==> src/rtl/serial_chan_prog.sv <==
module serial_chan_prog #(
  parameter int NCH  = 18,
  parameter int CW   = 10,
  parameter int AW   = 5,
  parameter int SYNC = 2
) (
  input  logic              clk,
  input  logic              rst_n,
  input  logic              sel_n,
  input  logic              sck,
  input  logic              sdi,
  output logic              sdo,
  output logic [NCH*CW-1:0] codes
);
  localparam int FRAME = 1 + AW + CW;
  localparam int CNTW  = $clog2(FRAME + 1);

  logic [SYNC-1:0]  sck_p, sel_p, sdi_p;
  logic             sck_q, sel_q;
  logic [FRAME-1:0] shreg;
  logic [CNTW-1:0]  cnt;
  logic [NCH-1:0]   wr_en;

  wire sck_s = sck_p[SYNC-1];
  wire sel_s = sel_p[SYNC-1];
  wire sdi_s = sdi_p[SYNC-1];

  wire rise   = sck_s & ~sck_q & ~sel_s;
  wire fall   = ~sck_s & sck_q & ~sel_s;
  wire commit = sel_s & ~sel_q;

  wire          ctrl = shreg[FRAME-1];
  wire [AW-1:0] addr = shreg[FRAME-2 -: AW];
  wire [CW-1:0] dat  = shreg[CW-1:0];
  wire          full = (cnt == CNTW'(FRAME));

  always_ff @(posedge clk or negedge rst_n) begin
    if (!rst_n) begin
      sck_p <= '0;
      sel_p <= '1;
      sdi_p <= '0;
      sck_q <= 1'b0;
      sel_q <= 1'b1;
    end else begin
      sck_p <= {sck_p[SYNC-2:0], sck};
      sel_p <= {sel_p[SYNC-2:0], sel_n};
      sdi_p <= {sdi_p[SYNC-2:0], sdi};
      sck_q <= sck_s;
      sel_q <= sel_s;
    end
  end

  always_ff @(posedge clk or negedge rst_n) begin
    if (!rst_n) begin
      shreg <= '0;
      cnt   <= '0;
      sdo   <= 1'b0;
    end else begin
      if (rise) shreg <= {shreg[FRAME-2:0], sdi_s};
      if (sel_s) cnt <= '0;
      else if (rise && !full) cnt <= cnt + 1'b1;
      if (fall) sdo <= shreg[FRAME-1];
    end
  end

  for (genvar i = 0; i < NCH; i++) begin : g_chan
    assign wr_en[i] = commit & full & ~ctrl & (addr == AW'(i));
    always_ff @(posedge clk or negedge rst_n) begin
      if (!rst_n) codes[i*CW +: CW] <= '0;
      else if (wr_en[i]) codes[i*CW +: CW] <= dat;
    end
  end

  assert_one_write_R3: assert property (@(posedge clk) disable iff (!rst_n)
    $onehot0(wr_en));

  assert_commit_only_R2: assert property (@(posedge clk) disable iff (!rst_n)
    !commit |=> $stable(codes));

  assert_bad_addr_R4: assert property (@(posedge clk) disable iff (!rst_n)
    (commit && addr >= AW'(NCH)) |=> $stable(codes));

  assert_ctrl_bit_R5: assert property (@(posedge clk) disable iff (!rst_n)
    (commit && ctrl) |=> $stable(codes));

  assert_short_frame_R6: assert property (@(posedge clk) disable iff (!rst_n)
    (commit && !full) |=> $stable(codes));

  assert_gated_sdo_R8: assert property (@(posedge clk) disable iff (!rst_n)
    sel_s |=> ($stable(sdo) && $stable(shreg)));

endmodule

==> config.mk <==
export PLATFORM = sky130hd
export DESIGN_NAME = serial_chan_prog
export DESIGN_NICKNAME = d
export VERILOG_FILES = /design/src/rtl/serial_chan_prog.sv
export SDC_FILE = /design/constraint.sdc
export NUM_CORES = 1
export LEC_CHECK = 0
export ABC_AREA = 1
export BUFFER_PORTS_ARGS = -buffer_cell sky130_fd_sc_hd__buf_4
export CAP_MARGIN = 30
export CORE_UTILIZATION = 30
export CTS_CLUSTER_SIZE = 30
export DETAILED_ROUTE_END_ITERATION = 6
export PLACE_DENSITY = 0.5
export SKIP_LAST_GASP = 1
export SLEW_MARGIN = 20
export SYNTH_ARGS = -nofsm -noshare
export SYNTH_HDL_FRONTEND = slang
export SYNTH_SLANG_ARGS = --single-unit
==> constraint.sdc <==
create_clock -name clk -period 1.6 [get_ports clk]
set_clock_uncertainty 0.1 [all_clocks]
set_input_delay 0.16 -clock clk [delete_from_list [all_inputs] [get_ports clk]]
set_output_delay 0.16 -clock clk [all_outputs]
set_load 0.01 [all_outputs]
* After elaboration in Yosys (flattened, before gate mapping)
Index checks and enable logic that the tools add are counted.
** Storage, ports and cells
- Word-level logic and storage cells :: 81
- Flip-flop bits (word level) :: 210
- Input bits :: 5
- Output and inout port bits :: 181
** Cells by class
- Equal/unequal tests :: 18
- Reductions and logical operators :: 4
- Bitwise logic cells :: 30
- Mux-type cells :: 2
- $add $sub $neg :: 1
** Operator list (count)
- $eq 5x4->1 const B :: 8
- $and 1x1->1 :: 25
- $eq 5x3->1 const B :: 4
- $eq 5x5->1 const B :: 3
- $eq 5x2->1 const B :: 2
- $mux 5 :: 2
- $add 5x1->5 const B :: 1
- $eq 5x1->1 const B :: 1
- $logic_not 5->1 :: 1
- $not 1->1 :: 5
- $reduce_bool 2->1 :: 1
- $logic_and 1x1->1 :: 1
- $logic_not 1->1 :: 1

* Longest topological paths before layout
Gate-level depths: netlist (run 1).
- Depth in word-level cells :: 6
- Gate-level depth with buffers :: 10
- Gate-level depth less buffers :: 9

* Worst setup path before layout (run 1)
OpenSTA, ideal clock, no wires.
- Path kind :: register to register
- Start :: register cnt[0]
- End :: register codes[129]
- Slack :: 38 ps
- Required time :: 1383 ps
- Stages on the path, launching flop included :: 11
- Library setup time :: 117 ps
- Buffers on the path :: 1
- Arrival :: 1345 ps
- Clock period less this slack :: 1562 ps
- Cell sequence :: dfrtp_1 -> inv_1 -> ha_1 -> nand2_1 -> inv_1 -> nand2_2 -> nor2_8 -> buf_6 -> nand2_2 -> nand2_1 -> nand2_1
** Between the ends
- Cells in the longest elaborated chain, start to end :: 4
** Ends and longest elaborated chain
- start, declared :: RTL line 21 : logic [CNTW-1:0] cnt;
- start signal, assigned :: RTL line 61 : else if (rise && !full) cnt <= cnt + 1'b1;
- $eq 5x5->1 :: RTL line 35 : wire full = (cnt == CNTW'(FRAME));
- $and 1x1->1 (3 in series) :: RTL line 67 : assign wr_en[i] = commit & full & ~ctrl & (addr == AW'(i));
- end signal, assigned by index :: RTL line 70 : else if (wr_en[i]) codes[i*CW +: CW] <= dat;
- end, declared :: RTL line 13 : output logic [NCH*CW-1:0] codes
Every way passes these cells.
A chain may end at the register's enable or synchronous reset.

* Worst setup path in the final report (run 1)
- Start :: register cnt[1]
- End :: register codes[105]
The elaborated chain is that of the path after synthesis.

==> impl_metrics.yaml, run 1 <==
run_status:
  status: "finished, violations left"
  violations: "setup timing"
critical_path:
  timing.rr.start: "cnt[1]"
  end_kind: "flip-flop"
  cp_max_fo: 7
  critPathLaunchType: "flip-flop"
  crit_slowest_cell: "dfrtp_1"
  crit_family: "buffers and inverters"
  criticalPathCategory: "reg2reg"
  cp.arrival_ps: 2110
  worstRegToRegCells: 12
  path_buf_inv: 6
  r2r_end: "codes[105]"
  crit_chain: "inv_2 > ha_4 > nand2_2 > inv_2 > nand2_4 > nor2_8 > buf_4 > buf_12 > buf_12 > buf_6 > nand3_1 > nand2_1"
  reg2reg_slack_ps: -160
  cp.required_ps: 1950
  cpPeakStageDelay_ps: 380
route:
  ant_nets: 0
  wl_per_cell_um: 17.98
  dr.pass1.iters: 5
  num_vias: 7710
  wl_um: 29320
  initialDrtViolationCount: 657
  viasPerCell: 4.727
  drc: 0
timing:
  rsz0062_at_grt: "yes"
  setup_tns_ps: -18010
  tightest_slew_ps: 474.4
  period_needed_ps: 1758
  fin_crit_sh: 1.099
  setup_violations: 177
  max_freq_mhz: 568.8
  finalMaxSlewViolations: 0
  hold_viol: 0
  maxSlewHeadroom: 0.6837
  finalWorstSetupSlack_ps: -158.1
  holdWs_ps: 67.09
synthesis:
  synth_cell_types: 20
  synth_area_leaders: "dfrtp_1, nand2_1, nand3_1, buf_6, buf_2"
  syn-num-nets: 976
  syn_inst: 969
  synth_area_leader_cell: "dfrtp_1"
  synth_seq_cells: 210
  synth_top_area_frac: 0.6022
  synth_area_mm2: 0.008602
  synth_seq_area_share: 0.6113
  syn_avg_cell_area_um2: 8.877
  ys_warn_count: 0
cts:
  cts_max_level: 1
  root_buffer: "clkbuf_16"
  cts_tree: "done"
  clk_latency_ps: 510
  cts_buffers: 25
  clk_pin_slew_ps: 60
  cts_buffer_depth: 3
  cts.sinks: 210
layout:
  num-nets-final: 1247
  layout.cells.non_filler: 1631
  syn2layout_area_growth_pct: 49.75
  final_core_util: 0.4599
  drive_above_1_share: 0.3583
  diodes: 0
  multi_input_area_mm2: 0.003655
  register_area_mm2: 0.005263
  fillers: 2712
placed_design:
  routabilityCongestion: 0.8203
  hpwl_um: 17820
  io_buffers: 185
  dp_cells: 1542
power:
  peakVddDrop_uv: 787.9
  leakagePower_nw: 6.948
  powerDensity_mw_per_mm2: 906.9
grt:
  grt_first_pass_wirelength_um: 42300
  antenna_found_initial: 0
  gr-total-overflow: 0
  grt_pass1_vias: 7148
  grt_max_degree: 48
  grt.total_usage: 0.1884
run:
  maxCapViolations: 0
floorplan:
  ioPinCount: 186
  die_w_um: 171.3
  die_h_um: 171.3
  core_mm2: 0.02801
  rows: 61
  dieArea_mm2: 0.02935
  start_util: 0.3071
hold_path:
  hp-class: "in2async"
==> metrics by stage <==
| stage | setup slack [ps] | cell area [um2] | power (mW) |
|---|---|---|---|
| floorplan | 37.73 | 8602 | 5.810 |
| global placement | -84.93 | 10760 | 6.425 |
| detailed placement | -96.04 | 10760 | 6.423 |
| CTS | -116.5 | 11860 | 11.81 |
| global route | -255.7 | 12880 | 12.06 |
| finish | -158.1 | 12880 | 11.68 |
==> final cells by class <==
cell class / count / area share
Inverter: 14 / 0.004080
Multi-Input combinational cell: 693 / 0.2837
Clock inverter: 5 / 0.004177
Clock buffer: 35 / 0.05381
Timing Repair Buffer: 296 / 0.2089
Tap cell: 378 / 0.03672
Sequential cell: 210 / 0.4085
==> state kept, by name (all words and copies together) (netlist names) <==
register / count
sdo: 1
sdi_p: 2
sel_q: 1
cnt: 5
sck_p: 2
sel_p: 2
shreg: 16
codes: 180
sck_q: 1
==> Yosys cell counts <==
cell type,n
nor3_2,1
nor2_1,20
nand4_1,2
ha_1,2
nor2_8,1
o21ai_0,7
buf_4,2
xor2_1,1
buf_2,26
nor2_2,1
nand2_1,429
dfstp_2,3
clkbuf_1,23
nand2_2,19
nor3_1,7
nand3_1,191
buf_6,13
inv_2,1
inv_1,13
dfrtp_1,207
==> worst max path at each step <==
stage               cells after the start          to  slack, ps      start
floorplan                              10  codes[129]         40     cnt[0]
global placement                        7  codes[142]        -80  shreg[10]
detailed placement                     10   codes[49]       -100     cnt[0]
CTS                                    10   codes[49]       -120     cnt[0]
global route                           11   codes[23]       -260     cnt[0]
finish                                 12  codes[105]       -160     cnt[1]
==> metal layers <==
| metal | share of wire | GRT usage |
|---|---|---|
| met5 | 0 | 0 |
| met1 | 0.47 | 0.2784 |
| met3 | 0.060 | 0.02968 |
| met4 | 0.023 | 0.04930 |
| met2 | 0.45 | 0.2851 |
==> cell usage in the layout, fill, tap and decap left out, drive strengths merged <==
master / netlist / routed
nand2: 448 / 460
buf: 41 / 282
dfrtp: 207 / 207
nand3: 191 / 191
clkbuf: 23 / 44
nor2: 22 / 22
inv: 14 / 14
nor3: 8 / 8
o21ai: 7 / 7
dlygate4sd3: 0 / 4
clkinv: 0 / 4
dfstp: 3 / 3
nand4: 2 / 2
ha: 2 / 2
xor2: 1 / 1
bufinv: 0 / 1
clkdlybuf4s15: 0 / 1
==> what timing repair did <==
| action | 4_1_cts | 5_1_grt |
|---|---|---|
| pin swaps | 2 | 29 |
| setup endpoints to repair | 180 | 184 |
| endpoints found under the hold margin | 210 | 0 |
| gates cloned | 5 | 21 |
| buffers inserted | 9 | 13 |
| hold buffers | 4 | 0 |
| gates resized for setup | 33 | 142 |
==> where the power goes <==
part	switching (mW)	internal (mW)	leakage [nW]
Combinational	0.678	0.216	3.68
Clock	2.16	3.14	0.368
Sequential	0.106	5.38	2.90
==> cell families after synthesis <==
family | after synthesis | share of synthesized area
flops | 210 | 0.6113
xor+xnor | 1 | 0.001018
fa+ha+maj | 2 | 0.002909
simple gates | 671 | 0.3306
compound gates | 7 | 0.004072
buf+inv | 78 | 0.05003
(Power assumes the default switching activity.)
==> run 2, diff against run 1 <==
--- a/config.mk
+++ b/config.mk
@@ -17,3 +17,4 @@
 export SYNTH_ARGS = -nofsm -noshare
 export SYNTH_HDL_FRONTEND = slang
 export SYNTH_SLANG_ARGS = --single-unit
+export TNS_END_PERCENT = 10
==> impl_metrics.yaml, run 2 (synthesis results as in run 1) <==
run:
  maxCapViolations: 0
timing:
  tightest_slew_ps: 464.7
  fin_crit_sh: 1.115
  holdWs_ps: 63.32
  period_needed_ps: 1783
  setup_violations: 178
  finalWorstSetupSlack_ps: -183.3
  rsz0062_at_grt: "yes"
  hold_viol: 0
  maxSlewHeadroom: 0.6902
  finalMaxSlewViolations: 0
  max_freq_mhz: 560.8
power:
  powerDensity_mw_per_mm2: 968.3
  p_total_mw: 11.66
  leakagePower_nw: 6.789
  peakVddDrop_uv: 791.4
critical_path:
  cp.required_ps: 1950
  end_kind: "flip-flop"
  critPathLaunchType: "flip-flop"
  cp_max_fo: 7
  r2r_end: "codes[129]"
  worstRegToRegCells: 12
  cp.arrival_ps: 2140
  timing.rr.start: "cnt[0]"
  reg2reg_slack_ps: -180
  criticalPathCategory: "reg2reg"
run_status:
  violations: "setup timing"
  status: "finished, violations left"
layout:
  layout.cells.most_common: "nand2_1"
  fillers: 2807
  final_core_util: 0.4297
  register_area_mm2: 0.005260
  drive_above_1_share: 0.2921
  num-nets-final: 1223
  syn2layout_area_growth_pct: 39.93
  largest_register_ffs: 180
  top_register: "codes"
  multi_input_area_mm2: 0.003037
  top_regs: "codes: 180 flops, shreg: 16 flops, cnt: 5 flops"
  diodes: 0
  final_cell_mix: "nand2_1, buf_4, dfrtp_1"
placed_design:
  place_ws_ps: -96.04
  io_buffers: 185
  hpwl_um: 17820
  routabilityCongestion: 0.8203
grt:
  grt_pass1_vias: 7021
  gr-total-overflow: 0
  grt.total_usage: 0.1835
  grt_first_pass_wirelength_um: 41280
  antenna_found_initial: 0
  grt_max_degree: 48
cts:
  root_buffer: "clkbuf_16"
  cts.sinks: 210
  cts_buffer_depth: 3
  cts_buffers: 25
  cts_max_level: 1
  cts_tree: "done"
  clk_pin_slew_ps: 60
  clk_latency_ps: 510
route:
  met1Wirelength_um: 13450
  num_vias: 7433
  drc: 0
  dr.pass1.iters: 5
  wl_um: 27810
  dr_wl_met2_um: 12200
  ant_nets: 0
  initialDrtViolationCount: 551
  topRoutingLayerUsed: "met4"
  dr_wl_met3_um: 1507
  wl_per_cell_um: 17.30
  viasPerCell: 4.625
floorplan:
  start_util: 0.3071
  core_mm2: 0.02801
  ioPinCount: 186
  rows: 61
  dieArea_mm2: 0.02935
  die_h_um: 171.3
  die_w_um: 171.3
hold_path:
  hp-class: "in2async"
[run 2: layer usage]
layer,track usage,vias up
li1,-,3588
met1,0.2726,3595
met2,0.2750,214
met3,0.02968,36
met4,0.04930,0
met5,0,-
[run 2: what timing repair did]
| action | in CTS | in global routing |
|---|---|---|
| pin swaps | 0 | 4 |
| endpoints found under the setup margin | 180 | 185 |
| endpoints found under the hold margin | 210 | 0 |
| gates resized for setup | 3 | 41 |
| setup buffers | 0 | 13 |
| cloned | 0 | 8 |
| hold buffers | 4 | 0 |
[run 2: power breakdown]
part	internal (mW)	switching (mW)	leakage [nW]	total (mW)
combinational	0.211	0.650	3.52	0.860
sequential	5.38	0.104	2.91	5.48
clock	3.14	2.17	0.368	5.31
total	8.73	2.92	6.79	11.7
[run 2: worst max-delay path by stage]
stage | start | to | depth (start not counted)
global route | cnt[0] | codes[76] | 10
detailed placement | cnt[0] | codes[49] | 10
global placement | shreg[10] | codes[142] | 7
CTS | cnt[0] | codes[49] | 10
floorplan | cnt[0] | codes[129] | 10
finish | cnt[0] | codes[129] | 12
[run 2: through the flow]
| stage | cells | setup TNS (ps) | area, um2 |
|---|---|---|---|
| after floorplan | 969 | 0 | 8602 |
| after global placement | 1542 | -9129 | 10760 |
| after detailed placement | 1542 | -10450 | 10760 |
| after CTS | 1586 | -13990 | 11560 |
| after global routing | 1607 | -38230 | 12040 |
| final | 1607 | -16530 | 12040 |
[run 2: worst max-delay path, stage by stage, from the launching register on]
cell	delay (ps)
dfrtp_1	390
inv_2	80
ha_4	120
nand2_2	40
inv_2	60
nand2_4	60
nor2_8	210
buf_12	150
clkbuf_16	150
buf_12	110
buf_4	90
nand3_1	60
nand2_1	80
[run 2: cell type report]
cell class | instances | share of cell area
repair buffers | 283 | 0.2050
well taps | 378 | 0.03929
multi-input cells | 682 | 0.2523
inverters | 14 | 0.004366
flip-flops and latches | 210 | 0.4370
clock inverters | 5 | 0.004470
clock buffers | 35 | 0.05759
